===== config.mk =====
export PLATFORM = sky130hd
export DESIGN_NAME = irq_moderator
export DESIGN_NICKNAME = d
export VERILOG_FILES = /design/src/rtl/irqmod_pkg.sv /design/src/rtl/irqmod_tick.sv /design/src/rtl/irqmod_regs.sv /design/src/rtl/irqmod_vec.sv /design/src/rtl/irq_moderator.sv
export SDC_FILE = /design/constraint.sdc
export NUM_CORES = 1
export LEC_CHECK = 0
export BUFFER_PORTS_ARGS = -buffer_cell sky130_fd_sc_hd__buf_2
export CORE_MARGIN = 1.5
export CORE_UTILIZATION = 55
export CTS_CLUSTER_SIZE = 8
export DETAILED_ROUTE_END_ITERATION = 8
export PLACE_DENSITY = 0.7
export SETUP_SLACK_MARGIN = 0.5
export SYNTH_ARGS = -nofsm -noshare
export SYNTH_HDL_FRONTEND = slang
export SYNTH_HIERARCHICAL = 1
export SYNTH_SLANG_ARGS = --single-unit

===== constraint.sdc =====
create_clock -name clk -period 11.9 [get_ports clk]
set_input_delay 0.595 -clock clk [delete_from_list [all_inputs] [get_ports clk]]
set_output_delay 0.595 -clock clk [all_outputs]
set_load 0.005 [all_outputs]

===== src/rtl/irqmod_pkg.sv =====
package irqmod_pkg;

    // Per-vector moderation settings; field positions are software-visible.
    typedef struct packed {
        logic [2:0] resend;     // 31:29 periods to wait before re-raising
        logic [4:0] ll_credit;  // 28:24 credit cap, units of 8
        logic [7:0] ll_period;  // 23:16 credit refill period, 8 us units
        logic [7:0] coal;       // 15:8  coalescing period, 8 us units
        logic [7:0] pend_lim;   // 7:0   pending threshold, units of 8
    } vec_attr_t;

    localparam int UNIT_SHIFT = 3;  // count and time fields scale by 8
    localparam int CLR_BIT    = 29; // resend-restart bit in the clear word

endpackage


===== src/rtl/irqmod_tick.sv =====
module irqmod_tick #(
    parameter int TICK_DIV = 200
) (
    input  logic clk,
    input  logic rst_n,
    output logic tick_unit
);
    localparam int DIV_W = (TICK_DIV > 1) ? $clog2(TICK_DIV) : 1;

    typedef struct packed {
        logic [DIV_W-1:0] div;
        logic [2:0]       sub;
        logic             unit;
    } tick_st_t;

    tick_st_t st_d, st_q;

    always_comb begin
        st_d      = st_q;
        st_d.unit = 1'b0;
        if (st_q.div == DIV_W'(TICK_DIV - 1)) begin
            st_d.div = '0;
            st_d.sub = st_q.sub + 3'd1;
            if (st_q.sub == 3'd7) begin
                st_d.unit = 1'b1;
            end
        end else begin
            st_d.div = st_q.div + DIV_W'(1);
        end
    end

    always_ff @(posedge clk) begin
        if (!rst_n) begin
            st_q <= '0;
        end else begin
            st_q <= st_d;
        end
    end

    assign tick_unit = st_q.unit;

    AST_UNIT_SPACING: assert property (@(posedge clk) disable iff (!rst_n)
        tick_unit |=> !tick_unit);

endmodule


===== src/rtl/irqmod_regs.sv =====
module irqmod_regs
    import irqmod_pkg::*;
#(
    parameter int               NUM_VEC   = 4,
    parameter int               ADDR_W    = 16,
    parameter logic [ADDR_W-1:0] BASE_ADDR = 16'h2000
) (
    input  logic                    clk,
    input  logic                    rst_n,
    input  logic                    wr_en,
    input  logic                    rd_en,
    input  logic [ADDR_W-1:0]       addr,
    input  logic [31:0]             wdata,
    output logic [31:0]             rdata,
    output vec_attr_t [NUM_VEC-1:0] attr_o,
    output logic [NUM_VEC-1:0]      attr_wr_o,
    output logic [NUM_VEC-1:0]      clr_resend_o
);
    localparam int IDX_W = (NUM_VEC > 1) ? $clog2(NUM_VEC) : 1;

    vec_attr_t [NUM_VEC-1:0] attr_d, attr_q;

    logic [ADDR_W-1:0] off;
    logic              hit;
    logic              is_clr;
    logic [IDX_W-1:0]  idx;

    always_comb begin
        off    = addr - BASE_ADDR;
        idx    = off[3 +: IDX_W];
        is_clr = off[2];
        hit    = (addr >= BASE_ADDR) && (off[1:0] == 2'b00) &&
                 ({3'b000, off[ADDR_W-1:3]} < ADDR_W'(NUM_VEC));
    end

    always_comb begin
        attr_d       = attr_q;
        attr_wr_o    = '0;
        clr_resend_o = '0;
        rdata        = '0;
        for (int i = 0; i < NUM_VEC; i++) begin
            if (hit && idx == IDX_W'(i)) begin
                if (wr_en && !is_clr) begin
                    attr_d[i]    = vec_attr_t'(wdata);
                    attr_wr_o[i] = 1'b1;
                end
                if (wr_en && is_clr && wdata[CLR_BIT]) begin
                    clr_resend_o[i] = 1'b1;
                end
                if (rd_en && !is_clr) begin
                    rdata = attr_q[i];
                end
            end
        end
    end

    always_ff @(posedge clk) begin
        if (!rst_n) begin
            attr_q <= '0;
        end else begin
            attr_q <= attr_d;
        end
    end

    assign attr_o = attr_q;

    AST_ATTR_WRITE: assert property (@(posedge clk) disable iff (!rst_n)
        (wr_en && hit && !is_clr) |=> (attr_q[$past(idx)] == $past(wdata)));

    AST_OOR_IGNORED: assert property (@(posedge clk) disable iff (!rst_n)
        (wr_en && !hit) |=> $stable(attr_q));

endmodule


===== src/rtl/irqmod_vec.sv =====
module irqmod_vec
    import irqmod_pkg::*;
#(
    parameter int PEND_W = 12
) (
    input  logic      clk,
    input  logic      rst_n,
    input  logic      tick_unit,
    input  vec_attr_t attr,
    input  logic      attr_wr,
    input  logic      clr_resend,
    input  logic      evt,
    input  logic      ack,
    output logic      req
);
    localparam int LIM_W = 8 + UNIT_SHIFT;
    localparam int CAP_W = 5 + UNIT_SHIFT;

    typedef struct packed {
        logic [PEND_W-1:0] pend;
        logic [7:0]        coal_cnt;
        logic [7:0]        ll_cnt;
        logic [CAP_W-1:0]  credit;
        logic [2:0]        resend_cnt;
        logic              outst;
        logic              req;
    } vec_st_t;

    vec_st_t st_d, st_q;

    logic [LIM_W-1:0]  lim8;
    logic [CAP_W-1:0]  cap;
    logic [7:0]        coal_len;
    logic              period_end;
    logic              ll_en;
    logic              ll_end;
    logic [CAP_W-1:0]  cred;
    logic              ll_fire;
    logic [PEND_W-1:0] cnt_inc;
    logic              thresh_fire;
    logic              coal_fire;
    logic              resend_step;
    logic              resend_fire;
    logic              fire;

    always_comb begin
        lim8     = {attr.pend_lim, {UNIT_SHIFT{1'b0}}};
        cap      = {attr.ll_credit, {UNIT_SHIFT{1'b0}}};
        coal_len = (attr.coal == 8'd0) ? 8'd1 : attr.coal;

        period_end = tick_unit &&
                     ({1'b0, st_q.coal_cnt} + 9'd1 >= {1'b0, coal_len});

        ll_en  = (attr.ll_credit != 5'd0) && (attr.ll_period != 8'd0);
        ll_end = tick_unit && ll_en &&
                 ({1'b0, st_q.ll_cnt} + 9'd1 >= {1'b0, attr.ll_period});

        // Credits: clamp to the cap, spend one on an event, refill one per period.
        cred    = (st_q.credit > cap) ? cap : st_q.credit;
        ll_fire = evt && ll_en && (cred != '0);
        if (ll_fire) begin
            cred = cred - CAP_W'(1);
        end
        if (ll_end && cred < cap) begin
            cred = cred + CAP_W'(1);
        end

        // Saturating pending count including this cycle's event.
        cnt_inc = st_q.pend;
        if (evt && st_q.pend != '1) begin
            cnt_inc = st_q.pend + PEND_W'(1);
        end

        thresh_fire = (attr.pend_lim != 8'd0) && (cnt_inc >= PEND_W'(lim8));
        coal_fire   = (cnt_inc != '0) && ((attr.coal == 8'd0) || period_end);

        resend_step = st_q.outst && (attr.resend != 3'd0) && period_end;
        resend_fire = resend_step &&
                      ({1'b0, st_q.resend_cnt} + 4'd1 >= {1'b0, attr.resend});

        fire = thresh_fire || coal_fire || ll_fire || resend_fire;
    end

    always_comb begin
        st_d        = st_q;
        st_d.req    = fire;
        st_d.credit = cred;
        st_d.pend   = fire ? '0 : cnt_inc;

        if (fire || period_end || attr_wr) begin
            st_d.coal_cnt = '0;
        end else if (tick_unit) begin
            st_d.coal_cnt = st_q.coal_cnt + 8'd1;
        end

        if (!ll_en || ll_end || attr_wr) begin
            st_d.ll_cnt = '0;
        end else if (tick_unit) begin
            st_d.ll_cnt = st_q.ll_cnt + 8'd1;
        end

        if (fire) begin
            st_d.outst      = 1'b1;
            st_d.resend_cnt = '0;
        end else if (ack) begin
            st_d.outst      = 1'b0;
            st_d.resend_cnt = '0;
        end else if (resend_step) begin
            st_d.resend_cnt = st_q.resend_cnt + 3'd1;
        end

        if (clr_resend) begin
            st_d.resend_cnt = '0;
        end
    end

    always_ff @(posedge clk) begin
        if (!rst_n) begin
            st_q <= '0;
        end else begin
            st_q <= st_d;
        end
    end

    assign req = st_q.req;

    AST_PEND_BELOW_LIMIT: assert property (@(posedge clk) disable iff (!rst_n)
        ((attr.pend_lim != 8'd0) && $stable(attr.pend_lim)) |->
        (st_q.pend < PEND_W'(lim8)));

    AST_CREDIT_CAP: assert property (@(posedge clk) disable iff (!rst_n)
        $stable(attr.ll_credit) |-> (st_q.credit <= cap));

    AST_IDLE_NO_RESEND: assert property (@(posedge clk) disable iff (!rst_n)
        !st_q.outst |-> (st_q.resend_cnt == 3'd0));

    AST_CLEAR_RESTARTS: assert property (@(posedge clk) disable iff (!rst_n)
        clr_resend |=> (st_q.resend_cnt == 3'd0));

endmodule


===== src/rtl/irq_moderator.sv =====
module irq_moderator
    import irqmod_pkg::*;
#(
    parameter int                NUM_VEC   = 4,
    parameter int                ADDR_W    = 16,
    parameter logic [ADDR_W-1:0] BASE_ADDR = 16'h2000,
    parameter int                TICK_DIV  = 200,
    parameter int                PEND_W    = 12
) (
    input  logic               clk,
    input  logic               rst_n,
    input  logic               reg_wr,
    input  logic               reg_rd,
    input  logic [ADDR_W-1:0]  reg_addr,
    input  logic [31:0]        reg_wdata,
    output logic [31:0]        reg_rdata,
    input  logic [NUM_VEC-1:0] evt_pulse,
    input  logic [NUM_VEC-1:0] msg_ack,
    output logic [NUM_VEC-1:0] msg_req
);
    logic                    tick_unit;
    vec_attr_t [NUM_VEC-1:0] attr;
    logic [NUM_VEC-1:0]      attr_wr;
    logic [NUM_VEC-1:0]      clr_resend;

    irqmod_tick #(.TICK_DIV(TICK_DIV)) u_tick (
        .clk       (clk),
        .rst_n     (rst_n),
        .tick_unit (tick_unit)
    );

    irqmod_regs #(
        .NUM_VEC   (NUM_VEC),
        .ADDR_W    (ADDR_W),
        .BASE_ADDR (BASE_ADDR)
    ) u_regs (
        .clk          (clk),
        .rst_n        (rst_n),
        .wr_en        (reg_wr),
        .rd_en        (reg_rd),
        .addr         (reg_addr),
        .wdata        (reg_wdata),
        .rdata        (reg_rdata),
        .attr_o       (attr),
        .attr_wr_o    (attr_wr),
        .clr_resend_o (clr_resend)
    );

    for (genvar v = 0; v < NUM_VEC; v++) begin : g_vec
        irqmod_vec #(.PEND_W(PEND_W)) u_vec (
            .clk        (clk),
            .rst_n      (rst_n),
            .tick_unit  (tick_unit),
            .attr       (attr[v]),
            .attr_wr    (attr_wr[v]),
            .clr_resend (clr_resend[v]),
            .evt        (evt_pulse[v]),
            .ack        (msg_ack[v]),
            .req        (msg_req[v])
        );
    end

endmodule


## Yosys cells after proc, flatten, opt, wreduce, memory -nomap -nowiden

Index checks and enable logic that the tools add are counted.
Widths: inputs -> output; s select.

| operators by class | value |
|---|---|
| add/subtract/negate cells | 39 |
| magnitude comparators | 26 |
| equality and inequality tests | 9 |
| mux-type cells | 47 |
| bitwise logic cells | 1 |
| reductions and logical operators | 155 |

Operator list:

| kind | number |
|---|---|
| $mux 32 | 8 |
| $mux 8 | 16 |
| $add 8x1->8 const B | 13 |
| $reduce_bool 8->1 | 12 |
| $add 8x1->9 const B | 8 |
| $ge 9x8->1 | 8 |
| $logic_and 1x1->1 | 62 |
| $add 12x1->12 const B | 4 |
| $ge 12x11->1 | 4 |
| $mux 12 | 4 |
| $ne 12x12->1 const B | 4 |
| $reduce_bool 12->1 | 4 |
| $gt 8x8->1 | 4 |
| $logic_not 8->1 | 4 |
| $logic_or 1x1->1 | 32 |
| $lt 8x8->1 | 4 |
| $sub 8x1->8 const B | 4 |
| $reduce_or 2->1 | 13 |
| $reduce_bool 5->1 | 4 |
| $mux 1 | 19 |
| $add 3x1->4 const B | 4 |
| $ge 16x14->1 const B | 1 |
| $ge 4x3->1 | 4 |
| $reduce_or 4->1 | 4 |
| 13 further kinds | 33 |

| word-level totals | value |
|---|---|
| register bits | 304 |
| input bits | 60 |
| output and inout bits | 36 |
| word-level logic and storage cells | 328 |

## Longest topological paths before layout

| depth | value |
|---|---|
| depth in word-level cells | 12 |
| gate-level depth with buffers | 24 |
| mapped depth without buffers | 22 |

## Modules after synthesis

The synthesis kept the hierarchy.

Modules (own cells, without submodules):

| module | instances | cells each | area an instance (µm²) | sequential area each (µm²) |
|---|---|---|---|---|
| irqmod_vec (g_vec[0].u_vec ...) | 2 | 436 | 3,597.2 | 820.8 |
| irqmod_regs | 1 | 553 | 5,855.6 | 2,562.5 |
| irqmod_vec (g_vec[1].u_vec) | 1 | 461 | 3,672.3 | 820.8 |
| irqmod_vec (g_vec[3].u_vec) | 1 | 460 | 3,633.5 | 820.8 |
| irqmod_tick | 1 | 56 | 499.2 | 240.2 |

## Least setup slack after synthesis

No wires, ideal clock.

| path | value |
|---|---|
| kind | register -> register |
| start point | register u_regs.attr_q, in the netlist u_regs/attr_o[57] |
| end point | register g_vec[1].u_vec/st_q[8] (netlist name) |
| setup time | 0.118 ns |
| arrival time | 4.768 ns |
| slack | 7.014 ns |
| stages on the path, launching flop included | 21 |
| buffers on the path | 1 |
| cell sequence | dfxtp_1 > inv_1 > ha_1 > nor2b_1 > o211ai_1 > a21o_1 > buf_1 > nand2_1 > ha_1 > and3b_2 > a2111oi_2 > xnor2_1 > mux2_2 > inv_1 > ha_1 > nand2b_1 > o32ai_1 > nor4b_1 > or4_4 > or3_1 > mux2i_1 |

| between the ends | value |
|---|---|
| cells in the longest elaborated chain, start to end | 8 |

Ends and longest elaborated chain:

| item | line | text |
|---|---|---|
| start: declaration | irqmod_regs.sv:21 | `vec_attr_t [NUM_VEC-1:0] attr_d, attr_q;` |
| start signal: assignment | irqmod_regs.sv:61 | `attr_q <= attr_d;` |
| parallel branches: the longest is 7 deep, another holds $gt 8x8->1 | n/a |  |
| $mux 8 * | irqmod_vec.sv:64 | `if (ll_end && cred < cap) begin` |
| end signal: assignment | irqmod_vec.sv:121 | `st_q <= st_d;` |
| end: declaration | irqmod_vec.sv:29 | `vec_st_t st_d, st_q;` |

Every way passes the cells marked *.
A chain may end at the register's enable or synchronous reset.

## Worst setup path in the final report

| path | value |
|---|---|
| start point | register u_regs.attr_q, in the netlist u_regs/attr_o[59] |
| end point | register g_vec[1].u_vec/st_q[11] (netlist name) |

The elaborated chain is that of the path after synthesis.

==> results.txt <==
----------------------------------------------------
[Drt]
  Detailed-route via count ... 17800
  Routed Antenna Nets ... 0
  Drt drc ... 0
  Initial DRC Count ... 1194
  Per-cell routed wire length ... 18.6 µm
  Number of vias per cell ... 5.97
  Post-Route WL ... 55500 µm
  DR pass1 iterations ... 5

[Clock tree]
  Maximum buffer depth of the clock tree ... 3
  Clock Latency Late Sink ... 560 ps
  Number of buffers inserted by hold repair at cts ... 0
  Number of post-CTS setup repair buffers ... 0
  CTS HTree Levels ... 2
  Post_cts resized ... 0
  Clock Sinks ... 304
  Total CTS buffers ... 44
  Library cell used as clock root buffer ... sky130_fd_sc_hd__clkbuf_16
  TritonCTS clock tree ... yes
  Post-CTS clock slew at the launch and capture registers of the worst setup and hold paths ... about 50 ps

[Yosys]
  Post-synthesis compound-gate area fraction ... ~11%
  Parity-gate share of the synthesized area counting xor and xnor cells ... 8.12%
  Syn avg cell area ... 8.68 µm²
  Basic-gate share of the synthesized area counting and, or, nand and nor cells ... 23.6%
  Combinational family with the most area after synthesis ... simple AND/OR/NAND/NOR gates
  Synth Flop Type ... sky130_fd_sc_hd__dfxtp_1
  Proportion of synthesized chip area in sequential cells ... 29.2%
  Cell area after technology mapping ... 0.0209 mm²
  Count of flip-flops with a built-in enable after synthesis ... 0
  Async SR Flop Fraction ... 0%
  Flop and latch count out of synthesis ... 304
  Largest cells by area after synthesis ... sky130_fd_sc_hd__dfxtp_1 (29%), sky130_fd_sc_hd__ha_1 (10%), sky130_fd_sc_hd__mux2i_1 (8.5%), sky130_fd_sc_hd__nand2_1 (5.6%), sky130_fd_sc_hd__xor2_1 (5.1%)
  Count of cell types in the netlist ... between 90 and 100
  Post-Syn Nets ... approximately 2600
  Ranking of synthesized cells by instance count ... sky130_fd_sc_hd__nand2_1 (309), sky130_fd_sc_hd__dfxtp_1 (304), sky130_fd_sc_hd__mux2i_1 (178)
  Yosys Warn Count ... 6
  Portion of netlist area occupied by mux cells ... 12.6%
  Cells after synthesis ... 2402
  Area share of the leading cell type in the synthesized netlist ... 29.2%
  Synthesized-area fraction occupied by adder cells ... 10.4%
  Most repeated cell in the gate-level netlist after synthesis ... sky130_fd_sc_hd__nand2_1
  Biggest area consumer among synthesized cells ... sky130_fd_sc_hd__dfxtp_1

[Finish]
  Share of layout cells above drive strength 1 ... 10.8%
  Area growth from synthesis to layout ... 9.27%
  Design Area, Final ... approximately 0.023 mm²
  Post-route insts no fill ... 2984
  Post-Route Utilization ... between 60 and 70%
  Final nets ... 2699

[GRT]
  Number of global-route vias before repair ... 17100
  Antenna violations before repair ... 1
  Wire length of the first global-routing pass ... 88700 µm
  Pin count of the biggest net entering global routing ... 81
  Overflow left after global routing ... 0
  GRT Overall Usage ... 28.4%

[Timing]
  RSZ-0062 raised after global routing ... no
  Transition time of the tightest slew-check pin ... 1130 ps
  Clock period minus worst slack ... 5510 ps
  Post-route setup TNS ... 0 ps
  Setup violation total in the final timing report ... 0
  Hold Worst Slack ... 253 ps
  Count of final hold-check violations ... 0
  Fin crit share ... a little under half
  Worst clock skew ... 23.5 ps
  Max-slew violation total from the final report ... 0
  Relative slew slack ... between 20% and 30%
  Top achievable clock speed ... 181 MHz

[Floorplan]
  I/O pin count ... 96
  Die Area ... about 0.04 mm²
  Starting density of the core ... 55.6%
  Die height ... approximately 200 µm
  Die X-Extent ... 198 µm
  Count of standard-cell rows ... 71
  Core outline area ... between 0.03 and 0.04 mm²

[Worst setup path]
  Cell-by-cell listing of the critical path ... inv_1 > ha_1 > a211oi_1 > a21o_1 > nand2_1 > ha_1 > and3b_2 > a2111oi_2 > xnor2_1 > mux2_2 > inv_1 > ha_1 > nand2b_1 > o32ai_1 > nor4b_1 > nor4_2 > nand4_1 > mux2i_1
  Required time at the endpoint of the critical path ... around 12000 ps
  Crit Path Max Fanout ... 14
  Critical Path Slowest Stage Cell ... sky130_fd_sc_hd__nor4_2
  Maximum single-stage delay on the critical path ... 750 ps
  CP Class ... reg2reg
  Kind of start point of the critical path ... register
  Critical Path End Type ... register
  Worst EP arrival ... a little under 6000 ps
  FF-to-FF path depth ... 18
  Cell seen most often among critical-path stages ... sky130_fd_sc_hd__ha_1

[Job]
  Max-cap check violation count ... 0

[Power and ir drop]
  Leakage ... between 0.009 and 0.01 µW
  Worst ir drop on vdd ... 0.0000899 V
  Cell Pwr Density ... ~98 mW/mm²

[Worst hold path]
  Hold-critical path depth ... 2
  Worst Hold Class ... in2reg

[Placed design]
  Post-detailed-placement cell area ... ~0.022 mm²
  Placed Instances ... 2932
  GP Congestion ... slightly above 0.9
  DP HPWL ... approximately 41000 µm
  Port-buffer cells ... 95

[Status]
  Outcome ... finished clean

----------------------------------------------------
registers in the layout, indices dropped and copies added (netlist names):
name,count
g_vec.u_vec/st_q,160
u_regs/attr_o,128
g_vec.u_vec/req,4
u_tick/st_q,11
u_tick/tick_unit,1
through the flow:
step	setup WS [ps]	total power, µW
2_1_floorplan	7010	1100
3_3_place_gp	6690	1130
3_5_place_dp	6480	1130
4_1_cts	6460	2260
5_1_grt	6010	2300
6_report	6390	2230
logic make-up after synthesis:
family          Yosys count
simple gates            949
compound gates          333
flops                   304
buf+inv                 233
mux                     220
xor+xnor                189
fa+ha+maj               174
layer usage:
layer	vias up	part of all wire [%]	global-route usage, %
li1	8697	-	-
met3	92	5.8	5.25
met2	501	46	46.3
met4	2	2.7	9.53
met1	8516	46	37.7
met5	-	0.034	0
placed cells by master, fill, tap and decap left out, types with 6 or more instances in the layout:
cell type	synthesis	layout
sky130_fd_sc_hd__xor2_1	121	121
sky130_fd_sc_hd__or4_1	7	7
sky130_fd_sc_hd__buf_4	0	8
sky130_fd_sc_hd__nand4b_1	6	6
sky130_fd_sc_hd__o21ai_1	6	6
sky130_fd_sc_hd__nor2b_1	44	44
sky130_fd_sc_hd__o211ai_1	17	17
sky130_fd_sc_hd__ha_1	172	172
sky130_fd_sc_hd__a31oi_1	16	16
sky130_fd_sc_hd__nor4_2	6	6
sky130_fd_sc_hd__nand2b_1	29	29
sky130_fd_sc_hd__o31ai_1	17	17
sky130_fd_sc_hd__o21ai_0	56	56
sky130_fd_sc_hd__a21o_1	26	26
sky130_fd_sc_hd__nor3b_1	13	13
sky130_fd_sc_hd__xnor2_1	66	66
sky130_fd_sc_hd__and4_1	14	14
sky130_fd_sc_hd__a21boi_0	10	10
sky130_fd_sc_hd__mux2i_1	178	178
sky130_fd_sc_hd__and3_1	67	67
sky130_fd_sc_hd__nand4_1	37	37
sky130_fd_sc_hd__o21a_1	8	8
sky130_fd_sc_hd__or3_1	19	19
sky130_fd_sc_hd__buf_2	23	94
sky130_fd_sc_hd__mux2_2	9	9
sky130_fd_sc_hd__inv_1	148	148
sky130_fd_sc_hd__and2_1	22	22
sky130_fd_sc_hd__a22oi_1	9	9
sky130_fd_sc_hd__a211oi_1	14	14
sky130_fd_sc_hd__nor3_1	48	48
sky130_fd_sc_hd__clkbuf_16	0	45
sky130_fd_sc_hd__nor4_1	46	46
sky130_fd_sc_hd__a21oi_1	70	70
sky130_fd_sc_hd__dfxtp_1	304	303
sky130_fd_sc_hd__mux4_2	32	32
sky130_fd_sc_hd__nand2_1	309	309
sky130_fd_sc_hd__nand3_1	68	68
sky130_fd_sc_hd__a41oi_1	6	6
sky130_fd_sc_hd__nor2_1	168	168
worst max-delay path, delay by kind of cell, from the launching register on:
kind	cells	cell delay, ps
and+or+nand+nor	6	1740
xor gates and xnor gates	1	160
adders and majority gates	3	790
muxes	2	380
DFF	1	460
AOI/OAI and AO/OA	4	1660
buffers and inverters	2	180
cell type report:
cell class	count	area, µm²
Sequential cell	304	6090
Tap cell	511	639
Multi-Input combinational cell	1865	13800
Antenna cell	1	2.50
Clock buffer	51	1170
Timing Repair Buffer	103	542
Fill cell	3316	14700
Inverter	149	559
power by group:
group          switching [µW]  internal, µW  total, µW
registers                3.55          1020       1030
logic                    60.6          26.8       87.4
clock network             442           676       1120
total                     506          1730       2230
final timing paths:
| kind | from | endpoint | slack (ps) |
|---|---|---|---|
| hold reg to reg | u_tick/st_q[4] | u_tick/st_q[4] | 450 |
| setup reg to reg | u_regs/attr_o[59] | g_vec[1].u_vec/st_q[11] | 6390 |
| setup / recovery | u_regs/attr_o[59] | g_vec[1].u_vec/st_q[11] | 6390 |
| hold / removal | msg_ack[3] | g_vec[3].u_vec/st_q[2] | 250 |
Power figures use the tool's default switching activity.
